<file path="config.mk">
export PLATFORM = sky130hd
export DESIGN_NAME = alu_status_unit
export DESIGN_NICKNAME = d
export VERILOG_FILES = /design/src/rtl/alu_flags_pkg.sv /design/src/rtl/alu_addsub.sv /design/src/rtl/alu_logic_shift.sv /design/src/rtl/alu_flag_reg.sv /design/src/rtl/alu_status_unit.sv
export SDC_FILE = /design/constraint.sdc
export NUM_CORES = 1
export LEC_CHECK = 0
export CAP_MARGIN = 15
export CORE_MARGIN = 2
export CORE_UTILIZATION = 45
export CTS_BUF_LIST = sky130_fd_sc_hd__clkbuf_4
export DETAILED_ROUTE_END_ITERATION = 6
export DONT_BUFFER_PORTS = 1
export PLACE_DENSITY_LB_ADDON = 0.12
export RECOVER_POWER = 50
export SYNTH_ARGS = -nofsm -noshare
export SYNTH_HDL_FRONTEND = slang
export SYNTH_SLANG_ARGS = --single-unit
</file>
<file path="constraint.sdc">
create_clock -name clk_i -period 8.89 [get_ports clk_i]
set_clock_uncertainty 0.15 [all_clocks]
set_input_delay 0.889 -clock clk_i [delete_from_list [all_inputs] [get_ports clk_i]]
set_output_delay 0.889 -clock clk_i [all_outputs]
set_load 0.02 [all_outputs]
</file>
<file path="src/rtl/alu_flags_pkg.sv">
package alu_flags_pkg;

    localparam int DATA_W = 8;
    localparam int NIB_W  = 4;
    localparam int OP_W   = 4;
    localparam int CTL_N  = 3;

    typedef enum logic [OP_W-1:0] {
        OP_ADD = 4'd0,
        OP_SUB = 4'd1,
        OP_AND = 4'd2,
        OP_OR  = 4'd3,
        OP_XOR = 4'd4,
        OP_SHL = 4'd5,
        OP_SHR = 4'd6,
        OP_ROL = 4'd7,
        OP_ROR = 4'd8
    } alu_op_e;

    localparam logic [OP_W-1:0] OP_LAST = OP_ROR;

    // control bit indices
    localparam int CTL_DIR  = 0;
    localparam int CTL_IEN  = 1;
    localparam int CTL_STEP = 2;

    // bit 0 is carry (last member)
    typedef struct packed {
        logic step;
        logic ien;
        logic dir;
        logic ovf;
        logic sign;
        logic zero;
        logic parity;
        logic aux;
        logic carry;
    } flags_t;

    typedef struct packed {
        logic carry;
        logic aux;
        logic ovf;
    } arith_fl_t;

    function automatic logic op_known(input logic [OP_W-1:0] op);
        return op <= OP_LAST;
    endfunction

    function automatic logic is_logic_op(input logic [OP_W-1:0] op);
        return (op == OP_AND) || (op == OP_OR) || (op == OP_XOR);
    endfunction

    function automatic logic is_shift_op(input logic [OP_W-1:0] op);
        return (op >= OP_SHL) && (op <= OP_ROR);
    endfunction

endpackage

</file>
<file path="src/rtl/alu_addsub.sv">
module alu_addsub
    import alu_flags_pkg::*;
#(
    parameter int W   = DATA_W,
    parameter int NIB = NIB_W
) (
    input  logic         sub_i,
    input  logic [W-1:0] a_i,
    input  logic [W-1:0] b_i,
    output logic [W-1:0] res_o,
    output arith_fl_t    fl_o
);
    logic [W:0]   full_w;
    logic [NIB:0] low_w;
    logic         sa, sb, sr;

    always_comb begin
        if (sub_i) begin
            full_w = {1'b0, a_i} - {1'b0, b_i};
            low_w  = {1'b0, a_i[NIB-1:0]} - {1'b0, b_i[NIB-1:0]};
        end else begin
            full_w = {1'b0, a_i} + {1'b0, b_i};
            low_w  = {1'b0, a_i[NIB-1:0]} + {1'b0, b_i[NIB-1:0]};
        end
        sa = a_i[W-1];
        sb = b_i[W-1];
        sr = full_w[W-1];
        res_o       = full_w[W-1:0];
        fl_o.carry  = full_w[W];
        fl_o.aux    = low_w[NIB];
        // same-sign add or opposite-sign subtract that flips the sign
        fl_o.ovf    = (sub_i ? (sa ^ sb) : ~(sa ^ sb)) & (sr ^ sa);
    end
endmodule

</file>
<file path="src/rtl/alu_logic_shift.sv">
module alu_logic_shift
    import alu_flags_pkg::*;
#(
    parameter int W = DATA_W
) (
    input  logic [OP_W-1:0] op_i,
    input  logic [W-1:0]    a_i,
    input  logic [W-1:0]    b_i,
    output logic [W-1:0]    res_o,
    output logic            out_bit_o
);
    always_comb begin
        res_o     = '0;
        out_bit_o = 1'b0;
        case (alu_op_e'(op_i))
            OP_AND: res_o = a_i & b_i;
            OP_OR:  res_o = a_i | b_i;
            OP_XOR: res_o = a_i ^ b_i;
            OP_SHL: begin
                res_o     = {a_i[W-2:0], 1'b0};
                out_bit_o = a_i[W-1];
            end
            OP_SHR: begin
                res_o     = {1'b0, a_i[W-1:1]};
                out_bit_o = a_i[0];
            end
            OP_ROL: begin
                res_o     = {a_i[W-2:0], a_i[W-1]};
                out_bit_o = a_i[W-1];
            end
            OP_ROR: begin
                res_o     = {a_i[0], a_i[W-1:1]};
                out_bit_o = a_i[0];
            end
            default: begin
                res_o     = '0;
                out_bit_o = 1'b0;
            end
        endcase
    end
endmodule

</file>
<file path="src/rtl/alu_flag_reg.sv">
module alu_flag_reg
    import alu_flags_pkg::*;
#(
    parameter int W    = DATA_W,
    parameter int NCTL = CTL_N
) (
    input  logic            clk_i,
    input  logic            rst_i,
    input  logic            upd_i,
    input  logic [W-1:0]    res_i,
    input  arith_fl_t       afl_i,
    input  logic [NCTL-1:0] ctl_set_i,
    input  logic [NCTL-1:0] ctl_clr_i,
    output flags_t          flags_o
);
    arith_fl_t       afl_q;
    logic            zero_q, sign_q, par_q;
    logic [NCTL-1:0] ctl_w;

    always_ff @(posedge clk_i) begin
        if (rst_i) begin
            afl_q  <= '0;
            zero_q <= 1'b0;
            sign_q <= 1'b0;
            par_q  <= 1'b0;
        end else if (upd_i) begin
            afl_q  <= afl_i;
            zero_q <= (res_i == '0);
            sign_q <= res_i[W-1];
            par_q  <= ^res_i;
        end
    end

    for (genvar g = 0; g < NCTL; g++) begin : g_ctl
        logic bit_q;
        always_ff @(posedge clk_i) begin
            if (rst_i)
                bit_q <= 1'b0;
            else if (ctl_clr_i[g])
                bit_q <= 1'b0;
            else if (ctl_set_i[g])
                bit_q <= 1'b1;
        end
        assign ctl_w[g] = bit_q;
    end

    always_comb begin
        flags_o        = '0;
        flags_o.carry  = afl_q.carry;
        flags_o.aux    = afl_q.aux;
        flags_o.ovf    = afl_q.ovf;
        flags_o.zero   = zero_q;
        flags_o.sign   = sign_q;
        flags_o.parity = par_q;
        flags_o.dir    = ctl_w[CTL_DIR];
        flags_o.ien    = ctl_w[CTL_IEN];
        flags_o.step   = ctl_w[CTL_STEP];
    end

    AST_CTL_HOLD: assert property (@(posedge clk_i) disable iff (rst_i)
        (ctl_set_i == '0 && ctl_clr_i == '0) |=> $stable(ctl_w));
    AST_CTL_DIR_SET: assert property (@(posedge clk_i) disable iff (rst_i)
        (ctl_set_i[CTL_DIR] && !ctl_clr_i[CTL_DIR]) |=> flags_o.dir);
    AST_CTL_STEP_CLR_WINS: assert property (@(posedge clk_i) disable iff (rst_i)
        ctl_clr_i[CTL_STEP] |=> !flags_o.step);
endmodule

</file>
<file path="src/rtl/alu_status_unit.sv">
module alu_status_unit
    import alu_flags_pkg::*;
#(
    parameter int W = DATA_W
) (
    input  logic             clk_i,
    input  logic             rst_i,
    input  logic             valid_i,
    input  logic [OP_W-1:0]  op_i,
    input  logic [W-1:0]     a_i,
    input  logic [W-1:0]     b_i,
    input  logic [CTL_N-1:0] ctl_set_i,
    input  logic [CTL_N-1:0] ctl_clr_i,
    output logic [W-1:0]     result_o,
    output logic [$bits(flags_t)-1:0] flags_o
);
    logic [W-1:0] as_res, ls_res, res_n, result_q;
    arith_fl_t    as_fl, fl_n;
    logic         ls_bit, upd;
    flags_t       flags_w;

    alu_addsub #(.W(W), .NIB(NIB_W)) u_addsub (
        .sub_i (op_i == OP_SUB),
        .a_i   (a_i),
        .b_i   (b_i),
        .res_o (as_res),
        .fl_o  (as_fl)
    );

    alu_logic_shift #(.W(W)) u_lsh (
        .op_i      (op_i),
        .a_i       (a_i),
        .b_i       (b_i),
        .res_o     (ls_res),
        .out_bit_o (ls_bit)
    );

    always_comb begin
        res_n = result_q;
        fl_n  = '0;
        if (op_i == OP_ADD || op_i == OP_SUB) begin
            res_n = as_res;
            fl_n  = as_fl;
        end else if (is_logic_op(op_i)) begin
            res_n = ls_res;
        end else if (is_shift_op(op_i)) begin
            res_n    = ls_res;
            fl_n.carry = ls_bit;
        end
    end

    assign upd = valid_i && op_known(op_i);

    always_ff @(posedge clk_i) begin
        if (rst_i)
            result_q <= '0;
        else if (upd)
            result_q <= res_n;
    end

    alu_flag_reg #(.W(W), .NCTL(CTL_N)) u_flags (
        .clk_i     (clk_i),
        .rst_i     (rst_i),
        .upd_i     (upd),
        .res_i     (res_n),
        .afl_i     (fl_n),
        .ctl_set_i (ctl_set_i),
        .ctl_clr_i (ctl_clr_i),
        .flags_o   (flags_w)
    );

    assign result_o = result_q;
    assign flags_o  = flags_w;

    AST_ZERO_MATCH: assert property (@(posedge clk_i) disable iff (rst_i)
        (valid_i && op_known(op_i)) |=> (flags_w.zero == (result_q == '0)));
    AST_SIGN_MATCH: assert property (@(posedge clk_i) disable iff (rst_i)
        (valid_i && op_known(op_i)) |=> (flags_w.sign == result_q[W-1]));
    AST_PARITY_ODD: assert property (@(posedge clk_i) disable iff (rst_i)
        (valid_i && op_known(op_i)) |=> (flags_w.parity == ($countones(result_q) % 2 == 1)));
    AST_LOGIC_CLEARS: assert property (@(posedge clk_i) disable iff (rst_i)
        (valid_i && is_logic_op(op_i)) |=> (!flags_w.carry && !flags_w.aux && !flags_w.ovf));
    AST_SHIFT_NO_AUX: assert property (@(posedge clk_i) disable iff (rst_i)
        (valid_i && is_shift_op(op_i)) |=> (!flags_w.aux && !flags_w.ovf));
    AST_IDLE_HOLD: assert property (@(posedge clk_i) disable iff (rst_i)
        !(valid_i && op_known(op_i)) |=> ($stable(result_q) && $stable(flags_w[5:0])));
endmodule

</file>
Word-level counts from Yosys, hierarchy flattened
Cells that the tools add are included.

Add/subtract/negate cells: 4. Magnitude comparators: 2. Equality and inequality tests: 8. Mux-type cells: 12. Bitwise operators: 7. Reductions and logical operators: 13.

Operators by type and width (number): case mux 8 bit (7 select lines) (1); two-way mux 8 bit (3); == test 4 x 3 -> 1 bit (second input constant) (4); OR reduction 2 bit (5); adder 8 x 8 -> 9 bit (1); two-way mux 9 bit (1); subtractor 8 x 8 -> 9 bit (1); bitwise AND 8 bit (1); == test 4 x 2 -> 1 bit (second input constant) (2); zero test 8 bit (1); OR 8 bit (1); XOR reduction 8 bit (1); XOR 8 bit (1); adder 4 x 4 -> 5 bit (1); two-way mux 5 bit (1); subtractor 4 x 4 -> 5 bit (1); == test 4 x 1 -> 1 bit (second input constant) (1); == test 4 bit (second input constant) (1); >= comparator 4 x 3 -> 1 bit (second input constant) (1); <= comparator 4 bit (second input constant) (1); zero test 4 bit (1); two-way mux 1 bit (4); logical OR 1 bit (3); logical AND 1 bit (2); 5 further kinds (6).

Bits in registers: 17. Input port bits: 29. Output and inout bits: 17.

Logic depth before layout (Yosys ltp)
Depth after elaboration: 6. Mapped depth: 17. Depth with buffers taken out: 17.

By module
From an unflattened synthesis, not the netlist that was laid out.

Cells, all modules: 308. Area total of the unflattened synthesis: 2426.1 sq um.

By module, submodules not included: alu_status_unit (times used 1, cells each 89, area each 745.7 sq um, sequential area each 160.2 sq um); alu_logic_shift (times used 1, cells each 94, area each 698.2 sq um, sequential area each 0.0 sq um); alu_addsub (times used 1, cells each 74, area each 521.8 sq um, sequential area each 0.0 sq um); alu_flag_reg (times used 1, cells each 51, area each 460.4 sq um, sequential area each 180.2 sq um).

Worst setup path after synthesis
Ideal clock, no wire load.

Path kind: input port to flip-flop. From: input op_i[1]. To: register u_flags.par_q. Arrival: 3.534 ns. Slack: 5.121 ns. Stages on the path: 15. Cells stage by stage: buf_4 -> nor3_2 -> nand2_1 -> and2_1 -> xnor2_1 -> ha_1 -> o2111ai_1 -> and3_1 -> a211o_1 -> nand2_1 -> nand2_1 -> ha_1 -> xnor2_1 -> xnor2_1 -> a211oi_1.

Word-level cells in the longest chain between the ends: 6.

Ends and longest elaborated chain: start, declared (RTL line alu_status_unit.sv:9) `input logic [OP_W-1:0] op_i,`; == test 4 bit, or another cell as far along (RTL line alu_logic_shift.sv:15) `case (alu_op_e'(op_i))`; case mux 8 bit (7 select lines), or another cell as far along (RTL line alu_logic_shift.sv:15); two-way mux 8 bit or logical OR 1 bit (tied branches) (RTL line alu_status_unit.sv:46, alu_flags_pkg.sv:51); two-way mux 8 bit (RTL line alu_status_unit.sv:44) `end else if (is_logic_op(op_i)) begin`; two-way mux 8 bit (RTL line alu_status_unit.sv:41) `if (op_i == OP_ADD || op_i == OP_SUB) begin`; XOR reduction 8 bit (RTL line alu_flag_reg.sv:30) `par_q <= ^res_i;`; end signal, assigned (RTL line alu_flag_reg.sv:30); end, declared (RTL line alu_flag_reg.sv:17) `logic zero_q, sign_q, par_q;`.

Several ways; a longest one is shown, not always the timed one. A chain may end at the register's enable or synchronous reset.

Worst setup path in the final report
From: input op_i[2]. To: register u_flags.par_q.

The elaborated chain is that of the path after synthesis.

==> summary.md <==
| Metric | Value |
|---|---|
| Fin crit period | `about 4.3 ns` |
| Main combinational cell family by area after synthesis | `compound AO/OA/AOI/OAI gates` |
| Clk_lat worst skew | `0.29 ns` |
| Post-CTS resize count | `0` |
| GP Congestion | `0.857` |
| Leak Pwr | `0.862 nW` |
| Worst hold endpoint | `u_flags.flags_o[1]$_SDFFE_PP0P_` |
| Initial Utilization | `46.9%` |
| Final ANT Viol Nets | `0` |
| Hold-fix buffers at CTS | `0` |
| Fin nets | `roughly 320` |
| Die height | `around 74 um` |
| Via Count | `about 2000` |
| Most used DFF post-synth | `dfxtp_1` |
| Vias/cell | `5.95` |
| Multiplexer share of the synthesized area | `1.36%` |
| Peak VDD IR | `~59 uV` |
| TritonCTS Buffers | `3` |
| Share of layout cells above drive strength 1 | `8.75%` |
| First-pass GRT wire length | `approximately 9.4 mm` |
| Slew headroom | `between 40% and 50%` |
| Sw Share | `39.3%` |
| Seq/Total Area, Yosys | `approximately 14%` |
| WL/cell | `roughly 18 um` |
| Crit start category | `primary input` |
| Net Sw Power | `between 0.00009 and 0.0001 W` |
| Die X | `74.2 um` |
| Power per cell area | `between 100 and 150 nW/um2` |
| Synth Warn # | `0` |
| CP max stage cell | `nor3_2` |
| CP cell instances | `nor3_2 > nand2_1 > and2_1 > xnor2_1 > ha_1 > a21oi_1 > o21ai_0 > a21oi_1 > xor2_1 > nand2_1 > nand2_1 > ha_1 > xnor2_1 > xnor2_1 > a211oi_1` |
| Vias in the first global route | `between 1500 and 2000` |
| Sequential power share | `a little over a third` |
| Final Slew Violations | `0` |
| HPWL after detailed placement | `4.59 mm` |
| Synth Area in XOR/XNOR | `a little over 7%` |
| Final period utilization | `approximately 49%` |
| Port bufs | `0` |
| Total track usage | `between 20% and 30%` |
| Post-synthesis simple-gate area fraction | `between 15 and 20%` |
| Cell count of the worst hold path | `2` |
| Overall routed net length | `roughly 6 mm` |
| Final Hold Viols | `0` |
| RSZ-0062 raised after global routing | `false` |
| Largest net degree at the start of global routing | `30` |
| Status | `finished, final reports clean` |
| Max stage delay on crit path | `between 0.7 and 0.8 ns` |
| Dpl cells | `approximately 330` |
| Critical Path Fanout Max | `23` |
| DRC Markers | `0` |
| Full die area | `between 5000 and 6000 um2` |
| RR Startpoint | `result_o[0]$_SDFFE_PP0P_` |
| Synthesized-area fraction occupied by ao, oa, aoi and oai cells | `~29%` |
| Clock power frac | `between 10% and 20%` |
| Initial antenna violation count | `0` |
| Worst Hold Launch | `u_flags.flags_o[1]$_SDFFE_PP0P_` |
| Adder-cell share of the synthesized area | `approximately 17%` |
| Fmax | `about 0.23 GHz` |
| Avg Synthesized Cell Area | `a little under 8 um2` |
| Synth Instances | `roughly 280` |
| Ports | `46` |
| Async SR Flop Fraction | `0%` |
| Reg2Reg Depth | `9` |
| Drt pass-1 iters | `4` |
| Crit end category | `flop` |
| Synthesized flop and latch total | `16` |
| Clock sink count | `16` |
| Int Pwr | `0.000143 W` |
| Critical path arrival | `between 4 and 5 ns` |
| Commonest non-fill, non-tap cells in the layout | `29 x nand2_1, 29 x ha_1, 20 x inv_1` |
| R2R Setup Slk | `6.76 ns` |
| Slew at the pin with the worst max-slew slack | `between 0.8 and 0.9 ns` |
| Hold_ws | `about 0.40 ns` |
| Synth cell types | `55` |
| Crit Reg-Reg Endpoint | `u_flags.par_q$_SDFFE_PP0P_` |
| Setup TNS | `0 ns` |
| CTS tree | `done` |
| Clock buffer depth | `2` |
| PnR worst setup slack | `~4.6 ns` |
| Area Growth Syn to Fin | `-2.88%` |
| Post-Layout Cell Count | `330` |
| Htree depth | `1` |
| Min-Delay Path Class | `reg -> reg` |
| Core area | `4720 um2` |
| Final core occ | `45.6%` |
| Number of enable flip-flop cells after synthesis | `0` |
| Root Buffer | `clkbuf_4` |
| Starting DRT DRC Count | `249` |
| Area of the mapped netlist | `around 2200 um2` |
| Row count | `25` |
| Post-CTS Setup Bufs | `0` |
| Gate power share | `a little under half` |
| Setup Crit Path Kind | `in -> reg` |
| Max_cap viols | `0` |
| Required @ worst endpoint | `roughly 9.0 ns` |
| Reg clk slew, reported paths | `approximately 0.10 ns` |
| Congestion Overflow GR | `0` |
| Post-Place Worst Slack | `4.26 ns` |
| Diodes inserted | `0` |
| Syn Nets | `340` |
| Finish-stage setup viols | `0` |
-- sequential cells by signal, summed over array words and instances, names as in the netlist --
| signal | cells |
|---|---|
| u_flags.g_ctl.bit_q | 3 |
| u_flags.par_q | 1 |
| result_o | 7 |
| u_flags.sign_q | 1 |
| u_flags.zero_q | 1 |
| u_flags.flags_o | 3 |
-- how the worst max path moves through the flow --
stage                  from                          to  slack [ns]  cells past startpoint
floorplan           op_i[1]  u_flags.par_q$_SDFFE_PP0P_        5.12                     15
global placement    op_i[2]  u_flags.par_q$_SDFFE_PP0P_        4.36                     15
detailed placement  op_i[2]  u_flags.par_q$_SDFFE_PP0P_        4.26                     15
CTS                 op_i[2]  u_flags.par_q$_SDFFE_PP0P_        4.55                     15
global route        op_i[2]  u_flags.par_q$_SDFFE_PP0P_        4.20                     15
finish              op_i[2]  u_flags.par_q$_SDFFE_PP0P_        4.58                     15
-- metrics by stage --
stage,area [um2],power (W)
2_1_floorplan,2220,0.000188
3_3_place_gp,2130,0.000197
3_5_place_dp,2130,0.000197
4_1_cts,2150,0.000236
5_1_grt,2150,0.000254
6_report,2150,0.000236
-- cell type report --
type                       instances  area, um2
clock buffer                       3       22.5
clock inverter                     1       3.75
fill                             489       2570
inverter                          20       75.1
multi-input combinational        223       1650
sequential                        16        320
tap                               67       83.8
-- layer usage --
metal | part of all wire (%) | vias to the layer above | global-route usage (%)
met1 | 47 | 916 | 33.3
li1 | - | 974 | -
met3 | 7.3 | 6 | 4.61
met4 | 1.4 | 0 | 3.43
met2 | 45 | 69 | 31.9
met5 | 0 | - | 0
-- cells in the mapped netlist (2+ instances only) --
cell,instances,share of area [%]
nand3_1,5,1.1
o2111ai_1,2,0.79
a31oi_1,5,1.4
nand3b_1,4,1.4
o21bai_1,5,1.7
inv_1,20,3.4
o221ai_1,4,1.6
nand4_1,3,0.85
mux2i_1,3,1.4
buf_6,2,1.0
a32oi_1,3,1.2
ha_1,29,16
nor3b_1,2,0.68
nor3_1,5,1.1
buf_4,11,3.7
nand2b_1,3,0.85
o31ai_1,2,0.68
nor2_1,19,3.2
o21ai_1,2,0.45
dfxtp_1,16,14
a22oi_2,4,2.3
o21ai_0,12,2.7
a211oi_1,3,1.0
a22oi_1,8,2.7
a21oi_1,13,2.9
xor2_1,4,1.6
nand2_1,29,4.9
a211oi_2,5,2.8
a32o_1,2,0.90
nor2b_1,5,1.4
nor2_2,4,1.1
xnor2_1,14,5.5
o22ai_1,6,1.7
buf_2,6,1.4
-- cell families (layout without fill, tap and decap cells) --
family,count (synthesis),count (layout)
simple gates,86,86
mux,3,3
buf+inv,42,24
fa+ha+maj,30,30
xor+xnor,18,18
flops,16,16
compound gates,86,86
-- worst max-delay path, delay by kind of cell --
family / cells / cell delay [ns]
adders and majority gates: 2 / 0.58
xor gates and xnor gates: 4 / 0.57
AOI/OAI and AO/OA: 4 / 0.80
and+or+nand+nor: 5 / 1.53
-- power groups by stage --
| stage | combinational (W) | sequential, W | clock (W) |
|---|---|---|---|
| 2_1_floorplan | 0.000105 | 0.0000838 | 0 |
| 4_1_cts | 0.000109 | 0.0000865 | 0.0000409 |
| 3_3_place_gp | 0.000109 | 0.0000881 | 0 |
| 3_5_place_dp | 0.000109 | 0.0000882 | 0 |
| 5_1_grt | 0.000123 | 0.0000870 | 0.0000438 |
| 6_report | 0.000110 | 0.0000863 | 0.0000401 |
No activity file was read; power rests on OpenSTA's default activity.
